--- config.mk ---
export PLATFORM = sky130hd
export DESIGN_NAME = qli_ctrl_regs
export DESIGN_NICKNAME = d
export VERILOG_FILES = /design/src/rtl/qli_regs_pkg.sv /design/src/rtl/qli_chg_latch.sv /design/src/rtl/qli_rst_timer.sv /design/src/rtl/qli_ctrl_regs.sv
export SDC_FILE = /design/constraint.sdc
export NUM_CORES = 1
export LEC_CHECK = 0
export CORE_ASPECT_RATIO = 1.75
export CORE_MARGIN = 3
export CORE_UTILIZATION = 45
export DETAILED_ROUTE_END_ITERATION = 6
export PLACE_DENSITY = 0.86
export SLEW_MARGIN = 20
export SYNTH_ARGS = -nofsm -noshare
export SYNTH_HDL_FRONTEND = slang
export SYNTH_SLANG_ARGS = --single-unit
--- constraint.sdc ---
create_clock -name clk -period 2.31 [get_ports clk]
set_clock_uncertainty 0.15 [all_clocks]
set_input_delay 0.3465 -clock clk [delete_from_list [all_inputs] [get_ports clk]]
set_output_delay 0.3465 -clock clk [all_outputs]
set_load 0.03 [all_outputs]
--- src/rtl/qli_regs_pkg.sv ---
// Package: register addresses and widths shared by the line-interface register bank.
// Assumes an 8-bit register bus; all registers hold at most four meaningful bits.
package qli_regs_pkg;
    localparam int unsigned BUS_W = 8;
    localparam int unsigned FIELD_W = 4;

    localparam logic [BUS_W-1:0] A_LOS_ST = 8'h08;
    localparam logic [BUS_W-1:0] A_FLT_ST = 8'h09;
    localparam logic [BUS_W-1:0] A_SWRST  = 8'h0A;
    localparam logic [BUS_W-1:0] A_PMON   = 8'h0B;
    localparam logic [BUS_W-1:0] A_LPBK   = 8'h0C;
    localparam logic [BUS_W-1:0] A_CRIT   = 8'h0D;

    typedef enum logic [2:0] {
        SEL_NONE,
        SEL_LOS,
        SEL_FLT,
        SEL_PMON,
        SEL_LPBK,
        SEL_CRIT
    } reg_sel_e;
endpackage

--- src/rtl/qli_chg_latch.sv ---
// Module: per-channel change latch with clear-on-read.
// Each bit goes to 1 when its raw input changes level and stays there until
// a read (rd_clr) or a bank-wide clear. A change seen on the read edge wins.
// Assumes raw inputs are already synchronous to clk.
module qli_chg_latch #(
    parameter int unsigned NCH = 4
) (
    input  logic           clk,
    input  logic           rst_n,
    input  logic           clr_all,
    input  logic           rd_clr,
    input  logic [NCH-1:0] raw,
    output logic [NCH-1:0] stat
);
    logic [NCH-1:0] prev_q;

    // Track the previous raw level; during reset it follows raw so no edge is seen on release.
    always_ff @(posedge clk) begin
        prev_q <= raw;
    end

    for (genvar i = 0; i < NCH; i++) begin : g_ch
        logic chg;
        assign chg = raw[i] ^ prev_q[i];

        // Latch a level change, clear on read or bank clear.
        always_ff @(posedge clk) begin
            if (!rst_n || clr_all) begin
                stat[i] <= 1'b0;
            end else begin
                stat[i] <= (stat[i] && !rd_clr) || chg;
            end
        end

        AST_CHG_LATCHED: assert property (@(posedge clk) disable iff (!rst_n)
            (!clr_all && raw[i] != $past(raw[i])) |=> stat[i]);
        AST_STAT_HELD: assert property (@(posedge clk) disable iff (!rst_n)
            (stat[i] && !rd_clr && !clr_all) |=> stat[i]);
    end
endmodule

--- src/rtl/qli_rst_timer.sv ---
// Module: self-reset timer. A start pulse launches a busy window of
// CLK_HZ/1e6 cycles, doubled when long_mode is high at the start.
// Starts while busy are ignored. Assumes CLK_HZ is at least 1 MHz.
module qli_rst_timer #(
    parameter int unsigned CLK_HZ = 250_000_000
) (
    input  logic clk,
    input  logic rst_n,
    input  logic start,
    input  logic long_mode,
    output logic busy
);
    localparam int unsigned SHORT_CYC = (CLK_HZ / 1_000_000 < 1) ? 1 : CLK_HZ / 1_000_000;
    localparam int unsigned LONG_CYC  = 2 * SHORT_CYC;
    localparam int unsigned CW        = $clog2(LONG_CYC + 1);
    localparam logic [CW-1:0] SHORT_M1 = CW'(SHORT_CYC - 1);
    localparam logic [CW-1:0] LONG_M1  = CW'(LONG_CYC - 1);

    logic [CW-1:0] cnt_q;

    // Load the window length on start, count down, drop busy after the last cycle.
    always_ff @(posedge clk) begin
        if (!rst_n) begin
            busy  <= 1'b0;
            cnt_q <= '0;
        end else if (busy) begin
            if (cnt_q == '0) begin
                busy <= 1'b0;
            end else begin
                cnt_q <= cnt_q - 1'b1;
            end
        end else if (start) begin
            busy  <= 1'b1;
            cnt_q <= long_mode ? LONG_M1 : SHORT_M1;
        end
    end

    AST_CNT_RANGE: assert property (@(posedge clk) disable iff (!rst_n)
        busy |-> (cnt_q <= LONG_M1));
    AST_BUSY_FROM_START: assert property (@(posedge clk) disable iff (!rst_n)
        $rose(busy) |-> $past(start));
endmodule

--- src/rtl/qli_ctrl_regs.sv ---
// Module: host register bank for a four-channel line interface.
// Holds latched status for loss of signal and line fault, loopback enables,
// criteria selects and a monitor selection field; a write to the reset
// address runs a timed self-reset. Assumes one-cycle bus strobes and NCH <= 4.
module qli_ctrl_regs
    import qli_regs_pkg::*;
#(
    parameter int unsigned NCH    = 4,
    parameter int unsigned CLK_HZ = 250_000_000
) (
    input  logic               clk,
    input  logic               rst_n,
    input  logic [BUS_W-1:0]   bus_addr,
    input  logic [BUS_W-1:0]   bus_wdata,
    input  logic               bus_wr,
    input  logic               bus_rd,
    output logic [BUS_W-1:0]   bus_rdata,
    input  logic               host_nonmux,
    input  logic               e1_mode,
    input  logic [NCH-1:0]     los_raw,
    input  logic [NCH-1:0]     flt_raw,
    output logic [NCH-1:0]     lpbk_en,
    output logic [NCH-1:0]     crit_sel,
    output logic [FIELD_W-1:0] pmon_sel,
    output logic               irq,
    output logic               sw_rst_busy
);
    reg_sel_e       sel;
    logic           wr_ok;
    logic           bank_clr;
    logic [NCH-1:0] los_st;
    logic [NCH-1:0] flt_st;
    logic [NCH-1:0] crit_q;
    logic [BUS_W-1:0] rd_mux;
    logic           unused_wdata;

    assign unused_wdata = ^bus_wdata[BUS_W-1:FIELD_W];

    // Decode the bus address to a register select.
    always_comb begin
        unique case (bus_addr)
            A_LOS_ST: sel = SEL_LOS;
            A_FLT_ST: sel = SEL_FLT;
            A_PMON:   sel = SEL_PMON;
            A_LPBK:   sel = SEL_LPBK;
            A_CRIT:   sel = SEL_CRIT;
            default:  sel = SEL_NONE;
        endcase
    end

    assign wr_ok    = bus_wr && !sw_rst_busy;
    assign bank_clr = sw_rst_busy || (wr_ok && bus_addr == A_SWRST);

    qli_rst_timer #(.CLK_HZ(CLK_HZ)) u_timer (
        .clk       (clk),
        .rst_n     (rst_n),
        .start     (wr_ok && bus_addr == A_SWRST),
        .long_mode (host_nonmux),
        .busy      (sw_rst_busy)
    );

    qli_chg_latch #(.NCH(NCH)) u_los (
        .clk     (clk),
        .rst_n   (rst_n),
        .clr_all (bank_clr),
        .rd_clr  (bus_rd && sel == SEL_LOS),
        .raw     (los_raw),
        .stat    (los_st)
    );

    qli_chg_latch #(.NCH(NCH)) u_flt (
        .clk     (clk),
        .rst_n   (rst_n),
        .clr_all (bank_clr),
        .rd_clr  (bus_rd && sel == SEL_FLT),
        .raw     (flt_raw),
        .stat    (flt_st)
    );

    // Control registers: cleared by reset or self-reset, loaded by accepted writes.
    always_ff @(posedge clk) begin
        if (!rst_n || bank_clr) begin
            lpbk_en  <= '0;
            crit_q   <= '0;
            pmon_sel <= '0;
        end else if (wr_ok) begin
            if (sel == SEL_LPBK) lpbk_en  <= bus_wdata[NCH-1:0];
            if (sel == SEL_CRIT) crit_q   <= bus_wdata[NCH-1:0];
            if (sel == SEL_PMON) pmon_sel <= bus_wdata[FIELD_W-1:0];
        end
    end

    // Read multiplexer; unused bits and unknown addresses return zero.
    always_comb begin
        rd_mux = '0;
        unique case (sel)
            SEL_LOS:  rd_mux[NCH-1:0]     = los_st;
            SEL_FLT:  rd_mux[NCH-1:0]     = flt_st;
            SEL_PMON: rd_mux[FIELD_W-1:0] = pmon_sel;
            SEL_LPBK: rd_mux[NCH-1:0]     = lpbk_en;
            SEL_CRIT: rd_mux[NCH-1:0]     = crit_q;
            default:  rd_mux = '0;
        endcase
    end

    // Register read data on a read strobe, hold otherwise.
    always_ff @(posedge clk) begin
        if (!rst_n) begin
            bus_rdata <= '0;
        end else if (bus_rd) begin
            bus_rdata <= rd_mux;
        end
    end

    assign crit_sel = e1_mode ? crit_q : '0;
    assign irq      = |{los_st, flt_st};

    AST_BUSY_ZERO: assert property (@(posedge clk) disable iff (!rst_n)
        sw_rst_busy |-> (lpbk_en == '0 && pmon_sel == '0 && crit_sel == '0 && !irq));
    AST_RDATA_HOLD: assert property (@(posedge clk) disable iff (!rst_n)
        !bus_rd |=> $stable(bus_rdata));
    AST_RDATA_UPPER: assert property (@(posedge clk) disable iff (!rst_n)
        bus_rdata[BUS_W-1:FIELD_W] == '0);
endmodule

Word level (Yosys, flattened, before mapping) --
Index checks and enable logic that the tools add are counted.
Word-level totals: register bits 42, bits of input ports 30, output and inout bits 22, word-level logic and storage cells 80
Operators by class: add/subtract/negate cells 1, equality and inequality tests 12, mux-type cells 10, bitwise gates (word level) 8, reduce and logical (&&, ||, !) cells 33
Operator list (count):
- == test 8 x 4 -> 1 bit, second input constant | 6
- 2-to-1 mux 9 bit | 4
- case mux 4 bit (5 select lines) | 1
- case mux 3 bit (5 select lines) | 1
- logical AND 1 bit | 12
- logical OR 1 bit | 10
- logical NOT 9 bit | 1
- subtractor 9 x 1 -> 9 bit, second input constant | 1
- AND reduction 2 bit | 4
- OR reduction 8 bit | 1
- bitwise XOR 1 bit | 8
- == test 3 x 2 -> 1 bit, second input constant | 2
- == test 3 bit, second input constant | 2
- logical NOT 1 bit | 4
- 2-to-1 mux 4 bit | 1
- == test 3 x 1 -> 1 bit, second input constant | 1
- 2-to-1 mux 1 bit | 3
- inequality test 2 bit, second input constant | 1
- nonzero test 2 bit | 1

Longest topological paths before layout --
Gate-level depths: netlist of run 1.
word-level depth 7, gate-level depth with buffers 6, depth with buffers taken out 6

Cells and area by module --
Synthesis of run 1 repeated with hierarchy kept, for this count alone.
Unflattened totals: cell total of the unflattened synthesis 205, area total of the unflattened synthesis 2053.2 um2
By module, submodules not included:
- qli_ctrl_regs | instances 1, cells an instance 93, area an instance 932.1 um2, seq. area each 320.3 um2
- qli_rst_timer | instances 1, cells an instance 70, area an instance 628.1 um2, seq. area each 200.2 um2
- qli_chg_latch | instances 2, cells an instance 21, area an instance 246.5 um2, seq. area each 160.2 um2

Worst setup path before layout of run 1 --
OpenSTA, ideal clock, no wires.
kind register -> register, start reg u_timer.busy, end reg u_timer.cnt_q[7], setup time 134 ps, data arrival time 1470 ps, data required time 2026 ps, path slack 557 ps, stages on the path, launching flop included 5, buffers on the path 0, period minus slack after synthesis 1753 ps, path through dfxtp_1 or3b_4 a2111oi_4 xnor2_1 a21oi_1
Between the ends: longest elaborated chain between the ends 5, elaborated cells on any way between the ends 7, those cells by class 1 x eq/ne; 1 x mux; 5 x reduce/logical
Ends and longest elaborated chain:
- start: declaration | line qli_rst_timer.sv:11 | output logic busy
- start signal: assignment | line qli_rst_timer.sv:24 | busy <= 1'b0;
- start signal: assignment | line qli_rst_timer.sv:28 | busy <= 1'b0;
- start signal: assignment | line qli_rst_timer.sv:33 | busy <= 1'b1;
- logical NOT 1 bit | line qli_ctrl_regs.sv:51 | assign wr_ok = bus_wr && !sw_rst_busy;
- logical AND 1 bit | line qli_ctrl_regs.sv:51
- logical AND 1 bit | line qli_ctrl_regs.sv:57 | .start (wr_ok && bus_addr == A_SWRST),
- nonzero test 2 bit (no source line)
- AND reduction 2 bit (no source line)
- end signal: assignment | line qli_rst_timer.sv:30 | cnt_q <= cnt_q - 1'b1;
- end signal: assignment | line qli_rst_timer.sv:34 | cnt_q <= long_mode ? LONG_M1 : SHORT_M1;
- end: declaration | line qli_rst_timer.sv:19 | logic [CW-1:0] cnt_q;
Parallel ways exist; a longest one is shown, timed or not. A chain may end at the register's enable or synchronous reset.

Final worst setup path of run 1 --
start reg u_flt.stat[0], end out irq
Between the ends: longest elaborated chain between the ends 1
Ends and longest elaborated chain:
- start: declaration | line qli_chg_latch.sv:13 | output logic [NCH-1:0] stat
- start signal: indexed assignment | line qli_chg_latch.sv:31 | stat[i] <= (stat[i] && !rd_clr) || chg;
- OR reduction 8 bit | line qli_ctrl_regs.sv:116 | assign irq = |{los_st, flt_st};
- end: declaration | line qli_ctrl_regs.sv:25 | output logic irq,
No other way between the ends.

==> results of run 1 <==
[final timing paths]
check	start	endpoint	slack (ns)
setup reg to reg	u_timer.cnt_q[0]$_SDFFE_PN0P_	u_timer.cnt_q[6]$_SDFFE_PN0P_	0.54
hold reg to reg	bus_rdata[0]$_SDFFE_PN0P_	bus_rdata[0]$_SDFFE_PN0P_	0.34
hold / removal	bus_rdata[0]$_SDFFE_PN0P_	bus_rdata[0]$_SDFFE_PN0P_	0.34
setup / recovery	u_flt.stat[0]$_SDFF_PP0_	irq	0.14
[state kept, by name, summed over array words and instances, names as in the netlist]
register / cells
u_timer.busy: 1
crit_q: 4
u_timer.cnt_q: 9
u_flt.prev_q: 4
u_los.prev_q: 4
bus_rdata: 4
pmon_sel: 4
u_flt.stat: 4
u_los.stat: 4
lpbk_en: 4
[per-layer routing]
layer | global-route usage, % | vias to the layer above
met5 | 0 | -
met4 | 12.3 | 0
met3 | 3.59 | 16
met2 | 34.8 | 54
met1 | 18.2 | 844
li1 | - | 852
[report_power, final]
group / total [mW] / switching, mW / internal, mW
sequential: 0.759 / 0.0137 / 0.745
combinational: 0.160 / 0.0781 / 0.0823
clock: 0.493 / 0.277 / 0.216
total: 1.41 / 0.369 / 1.04
[cells by family (layout without fill, tap and decap cells)]
kind of cell / after synthesis / count (layout) / share of synthesized area (%)
fa+ha+maj: 1 / 1 / 0.636
xor+xnor: 10 / 10 / 4.46
mux: 22 / 22 / 11.2
other cells: 1 / 4 / 0.191
buf+inv: 17 / 64 / 4.39
simple gates: 75 / 75 / 22.1
compound gates: 45 / 45 / 14.3
flops: 42 / 42 / 42.8
[cells in the final DEF, fill, tap and decap left out, types with 2 or more instances in the layout]
cell | netlist | layout
xnor2_1 | 2 | 2
nand2_1 | 6 | 6
nor3b_1 | 2 | 2
buf_4 | 4 | 8
conb_1 | 1 | 4
nor4b_1 | 2 | 2
o21ai_0 | 18 | 18
clkinvlp_4 | 0 | 2
inv_1 | 4 | 4
clkbuf_8 | 0 | 5
nor2_1 | 29 | 29
nand4_1 | 6 | 6
xor2_1 | 8 | 8
nor3_1 | 4 | 4
clkdlybuf4s50_1 | 0 | 43
and2_1 | 4 | 4
mux2i_1 | 22 | 22
nor4_1 | 2 | 2
a21oi_1 | 18 | 18
dfxtp_1 | 42 | 42
nand3_1 | 8 | 8
[metrics by stage]
stage                     setup WS, ns  hold slack [ns]  utilization, %  std cells
after CTS                        0.121            0.338            61.4        312
final                            0.143            0.337            61.4        312
after global routing            0.0526            0.374            61.4        312
after global placement           0.176            0.302            59.1        304
after detailed placement         0.126            0.319            59.1        304
after floorplan                  0.557            0.224               -        216
[critical path, delay by kind of cell, from the launching register on]
kind                   cells  cell delay [ns]
buffers and inverters      1             0.60
flip-flops                 1             0.34
AND/OR/NAND/NOR            2             0.42
[layout make-up]
type | count | area, um2
fill | 366 | 1620
multi-input combinational | 157 | 1050
sequential | 42 | 841
timing repair buffer | 52 | 510
clock buffer | 5 | 68.8
tap | 49 | 61.3
clock inverter | 3 | 23.8
inverter | 4 | 15.0
==> key figures, run 1 <==
Yosys
  – Register bit count reported by yosys: 42
  – Commonest cells in the netlist: 42 x dfxtp_1, 29 x nor2_1, 22 x mux2i_1
  – Total of warnings raised by yosys: 0
  – Cell variety after synth: 42
  – Yosys top cell by area: dfxtp_1
  – Number of enable flip-flop cells after synthesis: 0
  – Synth top area share: 42.8%
  – Fraction of the yosys area taken by sequential cells: 42.8%
  – Most common cell in the netlist: dfxtp_1
  – Most common flop cell mapped by yosys: dfxtp_1
  – Post-Syn Instances: 213
  – Synth top area cells: dfxtp_1 43%, mux2i_1 11%, nor2_1 5.5%, a21oi_1 4.6%, o21ai_0 4.6%
  – Async SR Flop Fraction: 0%
  – Mapped cell area: 0.00197 mm2
  – Avg Synthesized Cell Area: 9.23 um2

Floorplan
  – Initial Util: 46.9%
  – # rows: 31
  – Chip width: 56.0 um
  – Die height: 93.4 um
  – Die area: 0.00523 mm2
  – Core region area: 0.00419 mm2
  – Ports: 52

Route
  – Vias after detailed routing: 1,766
  – Met2 WL: 2.57 mm
  – 1st-iter DRT viols: 53
  – Drt pass-1 iters: 4
  – Wire per inst: 14.8 um
  – WL met3: 160 um
  – Remaining antenna violation count after routing: 0
  – Wl on met1: 1.70 mm
  – Residual DRC: 0
  – Top sig layer: met4
  – Number of vias per cell: 5.66
  – Final Routed Wirelength: 4.61 mm

Clock tree
  – Resized cells post-CTS: 0
  – Setup Buffers After CTS: 0
  – Clock buffer depth: 2
  – Worst-Skew Late Latency: 0.31 ns
  – Clock-pin slew on the worst setup and hold paths: 0.09 ns
  – CTS tree: yes
  – TritonCTS Sinks: 42
  – CTS HTree Levels: 2
  – CTS Hold Bufs: 0
  – Number of buffers created by CTS: 5
  – Root Buffer: clkbuf_8

STA
  – Max frequency: 0.461 GHz
  – Max-slew violations: 0
  – Post-layout min period: 2.17 ns
  – Tcrit/Tclk final: 93.8%
  – Setup TNS Final: 0 ns
  – Setup-failing EPs final: 0
  – Hold Fails Final Rpt: 0
  – RSZ-0062 raised after global routing: false

Place
  – Post-DP HPWL: 3.59 mm
  – Placed Area: 0.00248 mm2
  – Placer congestion estimate: 0.892
  – Port bufs: 43

Pwr
  – Lkg Pwr: 1.03 nW
  – Total power: 1.41 mW
  – Power Density: 550 mW/mm2
  – Worst-case vdd ir drop: 404 uV

Critical path
  – CP Cell Sequence: nor4_1 > nand2_1 > clkdlybuf4s50_1
  – Worst Setup End Kind: output pin
  – R2R cell count: 6
  – Worst Path Class, Setup: flip-flop to output pin
  – Slowest cell on the critical path: clkdlybuf4s50_1
  – Critical path data required time: 1.81 ns
  – CP max FO: 3
  – CP Launch Type: flip-flop
  – Max incr delay on CP: 0.60 ns
  – Crit path DAT: 1.67 ns

Run status
  – Status: completed

GRT
  – GRT Util Overall: 18.7%
  – First-pass GRT wire length: 7.63 mm
  – Total gr overflow: 0
  – Largest net degree at the start of global routing: 21
  – Initial antenna violation count: 0
  – Vias in the first global route: 1,720

Run
  – Max cap viols: 0

Final layout
  – Fin area: 0.00257 mm2
  – ANT cells: 0
  – Number of nets in the layout: 293
  – Syn-to-layout area delta: 30.7%
  – Layout cell share with drive strength beyond 1: 11.0%

Hold path
  – Hold Crit Class: flip-flop to flip-flop
  – Cells on Worst Hold Path: 2
No activity file was read; power rests on OpenSTA's default activity.
==> run 2, diff against run 1 <==
CORE_MARGIN = 10   (was 3)
==> key figures, run 2 (synthesis results as in run 1) <==
Hold path
  – Hold Crit Class: flip-flop to flip-flop
  – Cells on Worst Hold Path: 2

STA
  – Max frequency: 0.463 GHz
  – Setup-failing EPs final: 0
  – Max-slew violations: 0
  – RSZ-0062 raised after global routing: false
  – Post-layout min period: 2.16 ns
  – Hold Fails Final Rpt: 0
  – Setup TNS Final: 0 ns
  – Tcrit/Tclk final: 93.5%

Route
  – Drt pass-1 iters: 6
  – Residual DRC: 0
  – Final Routed Wirelength: 4.72 mm
  – Wire per inst: 15.2 um
  – Remaining antenna violation count after routing: 0
  – Vias after detailed routing: 1,688
  – Number of vias per cell: 5.43
  – 1st-iter DRT viols: 82

Final layout
  – Largest register FFs: 9
  – Number of nets in the layout: 292
  – Final Core Density: 61.6%
  – Fin area: 0.00258 mm2
  – Syn-to-layout area delta: 31.3%
  – Number of fillers in the final layout: 359
  – ANT cells: 0
  – Seq. cell area: 841 um2
  – Reg with most FFs: u_timer.cnt_q
  – Multi-input gate area: 0.00105 mm2
  – Layout cell share with drive strength beyond 1: 10.3%
  – Most frequent cells in the layout: 43 x clkdlybuf4s50_1, 42 x dfxtp_1, 29 x nor2_1
  – Commonest non-fill, non-tap cell in the layout: clkdlybuf4s50_1

Pwr
  – Reg power frac: 50.9%
  – Power Density: 578 mW/mm2
  – Net switching power figure: 0.342 mW
  – Sw Ratio: 22.9%
  – Worst-case vdd ir drop: 504 uV
  – Int Power: 1.15 mW
  – Gate power share: 10.7%
  – Lkg Pwr: 1.04 nW
  – Part of the power in the clock network: 38.3%

Clock tree
  – Number of buffers created by CTS: 5
  – CTS Hold Bufs: 0
  – Clock-pin slew on the worst setup and hold paths: 0.08 ns
  – Worst-Skew Late Latency: 0.29 ns
  – CTS HTree Levels: 2
  – Clock buffer depth: 2
  – Resized cells post-CTS: 0
  – Root Buffer: clkbuf_8
  – CTS tree: yes
  – Setup Buffers After CTS: 0
  – TritonCTS Sinks: 42

Critical path
  – Max incr delay on CP: 0.67 ns
  – Worst Setup End Kind: output pin
  – Crit-path most repeated cell: clkdlybuf4s50_1
  – Critical path data required time: 1.81 ns
  – R2R Setup Slk: 0.52 ns
  – Worst Path Class, Setup: primary input to output pin
  – CP Cell Sequence: clkdlybuf4s50_1 > and2_1 > clkdlybuf4s50_1
  – CP max FO: 4
  – Crit path DAT: 1.66 ns
  – Slowest cell on the critical path: clkdlybuf4s50_1
  – R2R cell count: 4
  – CP Launch Type: primary input

GRT
  – Initial antenna violation count: 0
  – Vias in the first global route: 1,760
  – GRT Util Overall: 13.0%
  – First-pass GRT wire length: 8.10 mm
  – Largest net degree at the start of global routing: 21
  – Total gr overflow: 0

Run status
  – Status: completed

Floorplan
  – Die area: 0.00752 mm2
  – # rows: 31
  – Die height: 107 um
  – Initial Util: 46.9%
  – Chip width: 70.0 um
  – Core region area: 0.00419 mm2
  – Ports: 52

Place
  – Placed Area: 0.00247 mm2
  – Port bufs: 43
  – Post-DP HPWL: 3.78 mm
  – Placer congestion estimate: 0.929

Run
  – Max cap viols: 0
[run 2: cell types whose count changed in the layout (fill, tap and decap cells not counted)]
cell / change
inv_6: -1
clkinvlp_4: -1
buf_4: -1
clkbuf_1: +1
bufinv_16: +1
[run 2: final cells by class]
type                            instances  share of cell area [%]
Clock buffer                            6                    2.81
Clock inverter                          2                    1.45
Inverter                                4                   0.582
Multi-Input combinational cell        157                    40.7
Sequential cell                        42                    32.6
Tap cell                               49                    2.38
Timing Repair Buffer                   51                    19.5
[run 2: worst max-delay path, delay by kind of cell]
family	cells	cell delay, ns
buf+inv	2	1.17
simple gates	1	0.14
[run 2: power by group through the flow]
stage,combinational [mW],sequential [mW],clock (mW)
2_1_floorplan,0.0866,0.774,0
3_3_place_gp,0.155,0.775,0
3_5_place_dp,0.159,0.777,0
4_1_cts,0.160,0.759,0.584
5_1_grt,0.175,0.763,0.611
6_report,0.160,0.759,0.572
[run 2: through the flow]
stage	hold WS [ns]	cells	total power [mW]	setup slack, ns
final	0.349	311	1.49	0.151
after floorplan	0.224	216	0.860	0.557
after detailed placement	0.335	303	0.936	0.145
after global placement	0.306	303	0.930	0.174
after global routing	0.377	311	1.55	0.0733
after CTS	0.350	311	1.50	0.151
[run 2: final timing paths]
path                                        end                       from
setup / recovery                    crit_sel[0]                    e1_mode
setup reg to reg  u_timer.cnt_q[7]$_SDFFE_PN0P_    u_timer.busy$_SDFF_PN0_
hold / removal        bus_rdata[2]$_SDFFE_PN0P_  bus_rdata[2]$_SDFFE_PN0P_
hold reg to reg       bus_rdata[2]$_SDFFE_PN0P_  bus_rdata[2]$_SDFFE_PN0P_
[run 2: routing by layer]
| layer | track usage, % | part of all wire [%] | up-vias |
|---|---|---|---|
| met2 | 23.7 | 54 | 57 |
| met3 | 4.25 | 6.7 | 12 |
| met1 | 11.8 | 36 | 776 |
| li1 | - | - | 843 |
| met5 | 0 | 0 | - |
| met4 | 8.64 | 3.3 | 0 |
